File: src/rtl/apm_pkg.sv
// Package: shared constants and types for the APM handshake port.
// Assumes byte-wide registers and two register slots.
package apm_pkg;
    localparam int DATA_W = 8;
    localparam int NUM_REGS = 2;
    localparam logic [DATA_W-1:0] CODE_SCI_OFF = 8'hF0;
    localparam logic [DATA_W-1:0] CODE_SCI_ON = 8'hF1;

    typedef enum logic {
        SEL_CMD = 1'b0,
        SEL_STS = 1'b1
    } reg_sel_e;
endpackage

File: src/rtl/apm_addr_decode.sv
// Module: apm_addr_decode
// Turns the address and write strobe into per-register write enables.
// Assumes that only address bit 0 selects a register and that the
// upper bits are don't-care.
module apm_addr_decode #(
    parameter int ADDR_W = 4
) (
    input  logic [ADDR_W-1:0] addr,
    input  logic              wr_en,
    output apm_pkg::reg_sel_e sel,
    output logic              wr_cmd,
    output logic              wr_sts
);
    import apm_pkg::*;

    // Purpose: select a register from bit 0 and qualify the write strobe.
    always_comb begin
        sel    = reg_sel_e'(addr[0]);
        wr_cmd = wr_en && (sel == SEL_CMD);
        wr_sts = wr_en && (sel == SEL_STS);
    end
endmodule

File: src/rtl/apm_byte_regs.sv
// Module: apm_byte_regs
// Holds the command and status bytes and drives the read mux.
// Assumes at most one write per cycle, and that the write enables
// are already decoded.
module apm_byte_regs (
    input  logic                      clk,
    input  logic                      rst_n,
    input  logic                      wr_cmd,
    input  logic                      wr_sts,
    input  logic [apm_pkg::DATA_W-1:0] wr_data,
    input  apm_pkg::reg_sel_e          sel,
    output logic [apm_pkg::DATA_W-1:0] rd_data
);
    import apm_pkg::*;

    logic [NUM_REGS-1:0]             wr_vec;
    logic [NUM_REGS-1:0][DATA_W-1:0] regs_q;

    // Purpose: gather the per-register write enables into one vector.
    always_comb begin
        wr_vec = '0;
        wr_vec[SEL_CMD] = wr_cmd;
        wr_vec[SEL_STS] = wr_sts;
    end

    for (genvar gi = 0; gi < NUM_REGS; gi++) begin : g_reg
        // Purpose: load one byte register on its own write enable.
        always_ff @(posedge clk) begin
            if (!rst_n) begin
                regs_q[gi] <= '0;
            end else if (wr_vec[gi]) begin
                regs_q[gi] <= wr_data;
            end
        end
    end

    // Purpose: return the selected register.
    always_comb begin
        rd_data = regs_q[sel];
    end

    // without a write, the stored bytes do not move.
    p_hold_r3: assert property (@(posedge clk) disable iff (!rst_n)
        (wr_vec == '0) |=> $stable(regs_q));

    // a write to one slot leaves the other slot untouched.
    p_one_slot_r3: assert property (@(posedge clk) disable iff (!rst_n)
        wr_cmd |=> $stable(regs_q[SEL_STS]));

    // At most one register is written per cycle.
    p_one_hot_wr_r2: assert property (@(posedge clk) disable iff (!rst_n)
        $onehot0(wr_vec));
endmodule

File: src/rtl/apm_cmd_action.sv
// Module: apm_cmd_action
// Reacts to command writes. In SMI mode it raises a registered
// one-cycle SMI pulse. In emulated mode it decodes the two SCI codes
// into set/clear pulses and keeps the SCI-enable flag.
// Assumes that wr_cmd is high for the cycle of the write.
module apm_cmd_action #(
    parameter logic [apm_pkg::DATA_W-1:0] CODE_OFF = apm_pkg::CODE_SCI_OFF,
    parameter logic [apm_pkg::DATA_W-1:0] CODE_ON  = apm_pkg::CODE_SCI_ON
) (
    input  logic                       clk,
    input  logic                       rst_n,
    input  logic                       wr_cmd,
    input  logic [apm_pkg::DATA_W-1:0] wr_data,
    input  logic                       emu_mode,
    output logic                       smi_pulse,
    output logic                       sci_set,
    output logic                       sci_clr,
    output logic                       sci_en
);
    logic smi_d;
    logic set_d;
    logic clr_d;

    // Purpose: decide what the current command write requests.
    always_comb begin
        smi_d = wr_cmd && !emu_mode;
        set_d = wr_cmd && emu_mode && (wr_data == CODE_ON);
        clr_d = wr_cmd && emu_mode && (wr_data == CODE_OFF);
    end

    // Purpose: register the one-cycle request pulses.
    always_ff @(posedge clk) begin
        if (!rst_n) begin
            smi_pulse <= 1'b0;
            sci_set   <= 1'b0;
            sci_clr   <= 1'b0;
        end else begin
            smi_pulse <= smi_d;
            sci_set   <= set_d;
            sci_clr   <= clr_d;
        end
    end

    // Purpose: keep the SCI-enable flag.
    always_ff @(posedge clk) begin
        if (!rst_n) begin
            sci_en <= 1'b0;
        end else if (set_d) begin
            sci_en <= 1'b1;
        end else if (clr_d) begin
            sci_en <= 1'b0;
        end
    end

    // the flag only rises together with a set pulse.
    p_rise_needs_set_r6: assert property (@(posedge clk) disable iff (!rst_n)
        $rose(sci_en) |-> sci_set);

    // the flag only falls together with a clear pulse.
    p_fall_needs_clr_r6: assert property (@(posedge clk) disable iff (!rst_n)
        $fell(sci_en) |-> sci_clr);

    // the SMI pulse never overlaps an SCI pulse.
    p_pulse_excl_r9: assert property (@(posedge clk) disable iff (!rst_n)
        !(smi_pulse && (sci_set || sci_clr)));

    // set and clear are never requested together.
    p_set_clr_excl_r6: assert property (@(posedge clk) disable iff (!rst_n)
        !(sci_set && sci_clr));

    // in SMI mode, a command write leaves the flag as it was.
    p_smi_mode_flag_r5: assert property (@(posedge clk) disable iff (!rst_n)
        (wr_cmd && !emu_mode) |=> $stable(sci_en));
endmodule

File: src/rtl/apm_port.sv
// Module: apm_port (top)
// APM command/status handshake port with an SMI trigger and an
// optional hardware stand-in for the firmware SCI enable/disable
// handler. Assumes a synchronous active-low reset and at most one
// write per cycle. Reads are combinational.
module apm_port #(
    parameter int ADDR_W = 4
) (
    input  logic              clk,
    input  logic              rst_n,
    input  logic [ADDR_W-1:0] addr,
    input  logic              wr_en,
    input  logic [7:0]        wr_data,
    output logic [7:0]        rd_data,
    input  logic              emu_mode,
    output logic              smi_pulse,
    output logic              sci_set,
    output logic              sci_clr,
    output logic              sci_en
);
    import apm_pkg::*;

    reg_sel_e sel;
    logic     wr_cmd;
    logic     wr_sts;

    apm_addr_decode #(.ADDR_W(ADDR_W)) u_dec (
        .addr   (addr),
        .wr_en  (wr_en),
        .sel    (sel),
        .wr_cmd (wr_cmd),
        .wr_sts (wr_sts)
    );

    apm_byte_regs u_regs (
        .clk     (clk),
        .rst_n   (rst_n),
        .wr_cmd  (wr_cmd),
        .wr_sts  (wr_sts),
        .wr_data (wr_data),
        .sel     (sel),
        .rd_data (rd_data)
    );

    apm_cmd_action u_act (
        .clk       (clk),
        .rst_n     (rst_n),
        .wr_cmd    (wr_cmd),
        .wr_data   (wr_data),
        .emu_mode  (emu_mode),
        .smi_pulse (smi_pulse),
        .sci_set   (sci_set),
        .sci_clr   (sci_clr),
        .sci_en    (sci_en)
    );

    // every command write in SMI mode is followed by an SMI pulse.
    p_cmd_smi_r4: assert property (@(posedge clk) disable iff (!rst_n)
        (wr_en && !addr[0] && !emu_mode) |=> smi_pulse);

    // an SMI pulse always traces back to such a write.
    p_smi_cause_r4: assert property (@(posedge clk) disable iff (!rst_n)
        smi_pulse |-> $past(wr_en && !addr[0] && !emu_mode));

    // status writes raise nothing and leave the flag alone.
    p_sts_quiet_r8: assert property (@(posedge clk) disable iff (!rst_n)
        (wr_en && addr[0]) |=> (!smi_pulse && !sci_set && !sci_clr && $stable(sci_en)));

    // with no write, every pulse falls in the next cycle.
    p_pulse_drop_r9: assert property (@(posedge clk) disable iff (!rst_n)
        !wr_en |=> (!smi_pulse && !sci_set && !sci_clr));
endmodule

File: config.mk
export PLATFORM = sky130hd
export DESIGN_NAME = apm_port
export DESIGN_NICKNAME = d
export VERILOG_FILES = /design/src/rtl/apm_pkg.sv /design/src/rtl/apm_addr_decode.sv /design/src/rtl/apm_byte_regs.sv /design/src/rtl/apm_cmd_action.sv /design/src/rtl/apm_port.sv
export SDC_FILE = /design/constraint.sdc
export NUM_CORES = 1
export LEC_CHECK = 0
export BUFFER_PORTS_ARGS = -buffer_cell sky130_fd_sc_hd__buf_2
export CAP_MARGIN = 25
export CORE_MARGIN = 3
export CORE_UTILIZATION = 44
export DETAILED_ROUTE_END_ITERATION = 10
export GPL_TIMING_DRIVEN = 0
export HOLD_SLACK_MARGIN = 0.08
export PLACE_DENSITY_LB_ADDON = 0.12
export SLEW_MARGIN = 0
export SYNTH_ARGS = -nofsm -noshare
export SYNTH_HDL_FRONTEND = slang
export SYNTH_HIERARCHICAL = 1
export SYNTH_SLANG_ARGS = --single-unit
File: constraint.sdc
create_clock -name clk -period 0.8 [get_ports clk]
set_input_delay 0.16 -clock clk [delete_from_list [all_inputs] [get_ports clk]]
set_output_delay 0.16 -clock clk [all_outputs]
set_load 0.005 [all_outputs]
==> out/summary.txt, run 1 <==
biggest area contributors in the synthesized netlist: sky130_fd_sc_hd__dfxtp_1, sky130_fd_sc_hd__mux2i_1, sky130_fd_sc_hd__mux2_4, sky130_fd_sc_hd__nor2b_1, sky130_fd_sc_hd__buf_6
total I/O pin count: 28
Critical Path End Type: output port
global-route wire length before repair: 2970 µm
total congestion overflow: 0
worst voltage drop across the vdd grid: 1.33 mV
async set-or-reset flop fraction in the synthesized netlist: 0%
buffer levels on the longest clock path: 2
die boundary width: 51.6 µm
count leader, synth: sky130_fd_sc_hd__dfxtp_1
vertical die dimension: 51.6 µm
worst reg2reg endpoint: u_regs/regs_q[5]
startpoint types: flop
final total power: 1.83 mW
layer with the highest usage after global routing: met2
unrepaired setup endpoints after global routing: yes
transition time of the tightest slew-check pin: 0.171 ns
aggregate global-route resource usage: 15.1%
CP Max Fanout: 2
max-slew violation count: 0
Rows: 15
DRC: 0
worst hold-check slack: 0.122 ns
Filler Cell Count: 190
clock network latency to the later pin of the worst-skew pair: 0.28 ns
post-route minimum period: 1.16 ns
number of antenna cells inserted: 0
list of most frequent post-synthesis cells: sky130_fd_sc_hd__dfxtp_1, sky130_fd_sc_hd__mux2i_1, sky130_fd_sc_hd__nor2b_1
status: finished with violations
vias in the first global route: 665
share of Yosys cell area claimed by the top area cell type: 43.8%
first-pass iteration count of the detailed router: 4
clock tree from TritonCTS: built
yosys synthesis warning count: 6
Total Die Area: 2660 µm²
antenna violations before repair: 0
final critical-path setup slack: -0.364 ns
final hold violations: 0
clock transition at the registers of the reported paths: 0.10 ns
max_slew headroom: 88.3%
Detailed Route WL: 1840 µm
maximum level of the CTS H-tree: 1
net count after synthesis: 95
met3 global-route usage: 2.87%
final net count: 127
cell area after synthesis: 913 µm²
r2r setup slk: 0.14 ns
clock buffer count from CTS: 3
failing checks: negative setup slack
count of mapped cells out of synthesis: 79
final cycle utilization of the critical path: 145%
worst-case clock skew: 0 ns
CTS sink count: 20
worst r2r path cells: 2
post-synthesis cell type with the largest combined area: sky130_fd_sc_hd__dfxtp_1
maximum clock rate: 859 MHz
Detailed Route Iter0 Violations: 10
input/output buffers: 24
Tightest Hold Check Type: input port to flop
startpoint-to-endpoint class of the critical path: flop to output port
core footprint: 1840 µm²
average detailed-routed wire length per instance: 13.7 µm
Worst Hold Depth: 3
number of unique standard cell types used by synthesis: 16
global-route met2 utilization: 25.2%
total half-perimeter wirelength after legalization and detailed placement: 1270 µm
met1 track utilization from global routing: 19.3%
top_reg_cell synth: sky130_fd_sc_hd__dfxtp_1
final weighted congestion of routability-driven global placement: 0.659
number of synthesized flops with an enable pin: 0
power density of the placed cells: 1540 nW/µm²
startpoint of the worst-slack reg-to-reg timing path: u_regs/regs_q[5]
number of nets with antenna violations after detailed routing: 0
worst hold path startpoint: wr_data[0]
library cell used as clock root buffer: sky130_fd_sc_hd__clkbuf_4
initial core utilization: 49.7%
post-synthesis sequential area ratio: 43.8%
end of the worst hold path: u_act/sci_set
per-instance average area after synthesis: 11.6 µm²
count of final setup violators: 12
Vias: 658
synthesized flop and latch total: 20
Static Leak: 0.534 nW
final sum of negative setup slack: -3.15 ns
timing startpoint of the critical path: u_regs/regs_q[3]
pin count of the biggest net entering global routing: 12
arrival time of data at the critical path endpoint: 1.00 ns
layout cells sized above 1: 46.8%
vias per cell: 4.91
Worst Path Required: 0.64 ns
area delta synth->final: 29.9%
Maximum Capacitance Violations: 0
[logic make-up after synthesis]
group	after synthesis	synth area share [%]
simple gates	28	18.9
mux	25	31.8
flops	20	43.8
buf+inv	6	5.48
[timing repair]
action / 4_1_cts / 5_1_grt
buffers inserted: 0 / 1
cloned: 0 / 0
hold buffers: 2 / 0
setup endpoints to repair: 12 / 18
resized for setup: 1 / 16
endpoints found under the hold margin: 2 / 0
[metrics by stage]
step / util [%] / instances / area, µm² / worst slack, ns
after CTS: 60.7 / 133 / 1120 / -0.372
final: 64.5 / 134 / 1190 / -0.364
after detailed placement: 58.3 / 128 / 1070 / -0.304
after global routing: 64.5 / 134 / 1190 / -0.407
after global placement: 58.3 / 128 / 1070 / -0.301
after floorplan: - / 79 / 921 / -0.0631
[worst max path at each step]
| stage | slack, ns | cells past startpoint | endpoint |
|---|---|---|---|
| after floorplan | -0.06 | 4 | u_regs/regs_q[0] |
| after global placement | -0.30 | 5 | rd_data[1] |
| after detailed placement | -0.30 | 5 | rd_data[1] |
| after CTS | -0.37 | 2 | rd_data[3] |
| after global routing | -0.41 | 2 | rd_data[3] |
| final | -0.36 | 2 | rd_data[3] |
[per-layer routing]
metal	vias to the layer above	part of all wire, %
met5	-	0
li1	326	-
met3	2	3.4
met1	318	45
met4	0	0.71
met2	12	51
[registers in the layout (all words and copies together), names as in the netlist]
signal,cells
u_regs/regs_q,16
u_act/sci_clr,1
u_act/sci_en,1
u_act/sci_set,1
u_act/smi_pulse,1
[layout by cell type, fill, tap and decap left out]
cell type / count
sky130_fd_sc_hd__nor2_1: 3
sky130_fd_sc_hd__dlygate4sd3_1: 2
sky130_fd_sc_hd__dfxtp_2: 8
sky130_fd_sc_hd__buf_6: 10
sky130_fd_sc_hd__nand2_1: 3
sky130_fd_sc_hd__and2_2: 1
sky130_fd_sc_hd__mux2_4: 8
sky130_fd_sc_hd__and4b_1: 1
sky130_fd_sc_hd__nand4_1: 1
sky130_fd_sc_hd__nand3_1: 1
sky130_fd_sc_hd__mux2i_1: 17
sky130_fd_sc_hd__dfxtp_1: 12
sky130_fd_sc_hd__buf_4: 1
sky130_fd_sc_hd__nor2b_1: 16
sky130_fd_sc_hd__and2b_2: 1
sky130_fd_sc_hd__buf_2: 17
sky130_fd_sc_hd__inv_1: 1
sky130_fd_sc_hd__and4bb_1: 1
sky130_fd_sc_hd__buf_8: 2
sky130_fd_sc_hd__clkbuf_4: 3
[worst max-delay path: stages (launching register included)]
cell                      delay [ns]
sky130_fd_sc_hd__dfxtp_2        0.33
sky130_fd_sc_hd__mux2_4         0.27
sky130_fd_sc_hd__buf_6          0.12
[area by class of cell]
type | count | area, µm² | share of cell area, %
Buffer | 5 | 57.6 | 4.85
Clock buffer | 3 | 22.5 | 1.90
Inverter | 1 | 3.75 | 0.316
Multi-Input combinational cell | 53 | 463 | 39.0
Sequential cell | 20 | 410 | 34.6
Tap cell | 25 | 31.3 | 2.64
Timing Repair Buffer | 27 | 198 | 16.7
[report_power, final]
part / leakage, nW / total (mW) / switching [mW] / internal (mW)
sequential: 0.167 / 1.06 / 0.0198 / 1.04
combinational: 0.354 / 0.321 / 0.128 / 0.193
clock: 0.0138 / 0.452 / 0.277 / 0.175
No activity file was read; power rests on OpenSTA's default activity.
==> run 2: changes to the inputs <==
- ABC_AREA: default -> 1
- CORE_UTILIZATION: 44 -> 45
- MAX_ROUTING_LAYER: default -> met4
==> run 2 against run 1 <==
  * The run still ends with negative setup slack left
  * Via count up 42%
  * Global-route usage increased by 3.2 points
  * Cell count grew 54%
  * Sequential power barely moved
  * Area after synthesis rose by 7.7%
  * Utilization is 4.2 points lower
  * Critical path depth up 1
  * Die area rose by 4.7%
==> out/summary.txt, run 2 <==
biggest area contributors in the synthesized netlist: sky130_fd_sc_hd__dfxtp_1, sky130_fd_sc_hd__nand2_1, sky130_fd_sc_hd__nor2_1, sky130_fd_sc_hd__inv_1, sky130_fd_sc_hd__buf_8
list of most frequent post-synthesis cells: sky130_fd_sc_hd__nand2_1, sky130_fd_sc_hd__nor2_1, sky130_fd_sc_hd__inv_1
initial core utilization: 48.6%
Total Die Area: 2780 µm²
number of synthesized flops with an enable pin: 0
worst voltage drop across the vdd grid: 1.01 mV
worst setup slack before clock tree synthesis: -0.259 ns
Slowest-stage cell, CP: sky130_fd_sc_hd__dfxtp_2
total I/O pin count: 28
number of antenna cells inserted: 0
final net count: 198
Worst Path Required: 0.64 ns
Largest stage delay, worst path: 0.35 ns
buffer levels on the longest clock path: 2
library cell used as clock root buffer: sky130_fd_sc_hd__clkbuf_4
CTS sink count: 20
total area of sequential cells: 414 µm²
Critical Path End Type: output port
final critical-path setup slack: -0.261 ns
buffer and inverter count on the worst path: 2
Vias: 934
final cycle utilization of the critical path: 133%
synthesized flop and latch total: 20
top_reg_cell synth: sky130_fd_sc_hd__dfxtp_1
Maximum Capacitance Violations: 0
per-instance average area after synthesis: 6.51 µm²
net count after synthesis: 167
clock tree from TritonCTS: built
first-pass iteration count of the detailed router: 4
leading cell type in the layout, fill and taps excluded: sky130_fd_sc_hd__nand2_1
share of Yosys cell area claimed by the top area cell type: 40.7%
vertical die dimension: 52.8 µm
clock transition at the registers of the reported paths: 0.11 ns
Detailed Route Iter0 Violations: 15
CP cell instances: inv_2 > o21ai_2 > buf_2
final weighted congestion of routability-driven global placement: 0.727
final non-filler cell area: 1220 µm²
aggregate global-route resource usage: 18.3%
Detailed Route WL: 2100 µm
startpoint-to-endpoint class of the critical path: flop to output port
vias per cell: 4.51
pin count of the biggest net entering global routing: 11
post-synthesis cell type with the largest combined area: sky130_fd_sc_hd__dfxtp_1
count of mapped cells out of synthesis: 151
number of flip-flops in the largest register: 16
CP Max Fanout: 2
max-slew violation count: 0
number of nets with antenna violations after detailed routing: 0
count leader, synth: sky130_fd_sc_hd__nand2_1
unrepaired setup endpoints after global routing: yes
cell area after synthesis: 983 µm²
number of unique standard cell types used by synthesis: 12
Rows: 16
area of combinational cells with multiple inputs: 410 µm²
layout cells sized above 1: 36.1%
total half-perimeter wirelength after legalization and detailed placement: 1520 µm
yosys synthesis warning count: 6
core footprint: 2020 µm²
max_slew headroom: 90.1%
area delta synth->final: 23.9%
final sum of negative setup slack: -2.28 ns
die boundary width: 52.8 µm
failing checks: negative setup slack
clock buffer count from CTS: 3
Static Leak: 0.666 nW
post-route minimum period: 1.06 ns
DRC: 0
startpoint types: flop
global-route wire length before repair: 3530 µm
power density of the placed cells: 1560 nW/µm²
register with the most flip-flops: u_regs/regs_q
maximum level of the CTS H-tree: 1
commonest non-fill, non-tap cells in the layout: sky130_fd_sc_hd__nand2_1, sky130_fd_sc_hd__nor2_1, sky130_fd_sc_hd__buf_2
Filler Cell Count: 207
delay-heaviest family, CP: flip-flops
antenna violations before repair: 0
maximum clock rate: 942 MHz
average detailed-routed wire length per instance: 10.1 µm
Tightest Hold Check Type: input port to flop
input/output buffers: 24
total placed instance area: 1140 µm²
clock network latency to the later pin of the worst-skew pair: 0.29 ns
total congestion overflow: 0
count of final setup violators: 12
async set-or-reset flop fraction in the synthesized netlist: 0%
transition time of the tightest slew-check pin: 0.149 ns
status: finished with violations
worst-case clock skew: 0 ns
final hold violations: 0
arrival time of data at the critical path endpoint: 0.90 ns
vias in the first global route: 858
post-synthesis sequential area ratio: 40.7%
[run 2: changes by cell type after synthesis, moves of 2 or more]
cell / previous run / this run
sky130_fd_sc_hd__nand2_1: 3 / 46
sky130_fd_sc_hd__nor2_1: 3 / 35
sky130_fd_sc_hd__inv_1: 1 / 25
sky130_fd_sc_hd__mux2i_1: 17 / 0
sky130_fd_sc_hd__nor2b_1: 16 / 0
sky130_fd_sc_hd__mux2_4: 8 / 0
sky130_fd_sc_hd__o21ai_0: 0 / 8
sky130_fd_sc_hd__nand2_2: 0 / 4
sky130_fd_sc_hd__buf_8: 0 / 3
sky130_fd_sc_hd__nor2_2: 0 / 3
sky130_fd_sc_hd__buf_4: 1 / 3
[run 2: repair_timing]
item | 4_1_cts | 5_1_grt
setup buffers | 1 | 0
hold buffers | 1 | 0
endpoints found under the setup margin | 12 | 12
pin swaps | 0 | 2
hold endpoints to repair | 1 | 0
gates resized for setup | 20 | 13
[run 2: metrics by stage]
| step | power, mW | cells | hold WS (ns) | utilization (%) |
|---|---|---|---|---|
| 4_1_cts | 1.91 | 207 | 0.106 | 58.8 |
| 2_1_floorplan | 1.32 | 151 | 0.232 | - |
| 3_3_place_gp | 1.42 | 202 | 0.332 | 56.3 |
| 5_1_grt | 2.03 | 207 | 0.127 | 60.3 |
| 3_5_place_dp | 1.43 | 202 | 0.340 | 56.3 |
| 6_report | 1.90 | 207 | 0.119 | 60.3 |
[run 2: path summary, 6_finish.rpt]
kind | startpoint | end | slack [ns] | cells after the start
setup / recovery | u_regs/regs_q[2] | rd_data[2] | -0.26 | 3
hold / removal | rst_n | u_act/sci_clr | 0.12 | 3
setup reg to reg | u_regs/regs_q[2] | u_regs/regs_q[2] | 0.11 | 3
hold reg to reg | u_regs/regs_q[10] | u_regs/regs_q[10] | 0.48 | 2
[run 2: worst min-delay path, delay by kind of cell]
family	cells	cell delay [ns]
buf+inv	2	0.18
simple gates	1	0.03
[run 2: routing by layer]
layer	global-route usage [%]	wire, µm	vias to the layer above
li1	-	-	493
met1	20.8	991	410
met2	30.0	935	27
met3	3.70	132	4
met4	9.79	38	0
met5	-	0	-
[run 2: power by group]
| part | switching (mW) | internal, mW |
|---|---|---|
| Combinational | 0.192 | 0.166 |
| Clock | 0.281 | 0.175 |
| Sequential | 0.0308 | 1.06 |
| Total | 0.503 | 1.40 |
[run 2: logic make-up (layout without fill, tap and decap cells)]
group	after synthesis	in the layout	synth area share (%)
AO/OA/AOI/OAI	8	8	4.07
buffers and inverters	33	62	18.7
flip-flops	20	20	40.7
AND/OR/NAND/NOR	90	90	36.5
[run 2: area by class of cell]
cell class / count / share of cell area (%)
repair buffers: 26 / 12.3
plain buffers: 8 / 7.70
inverters: 25 / 7.70
flip-flops and latches: 20 / 34.0
well taps: 27 / 2.77
multi-input cells: 98 / 33.7
clock buffers: 3 / 1.85
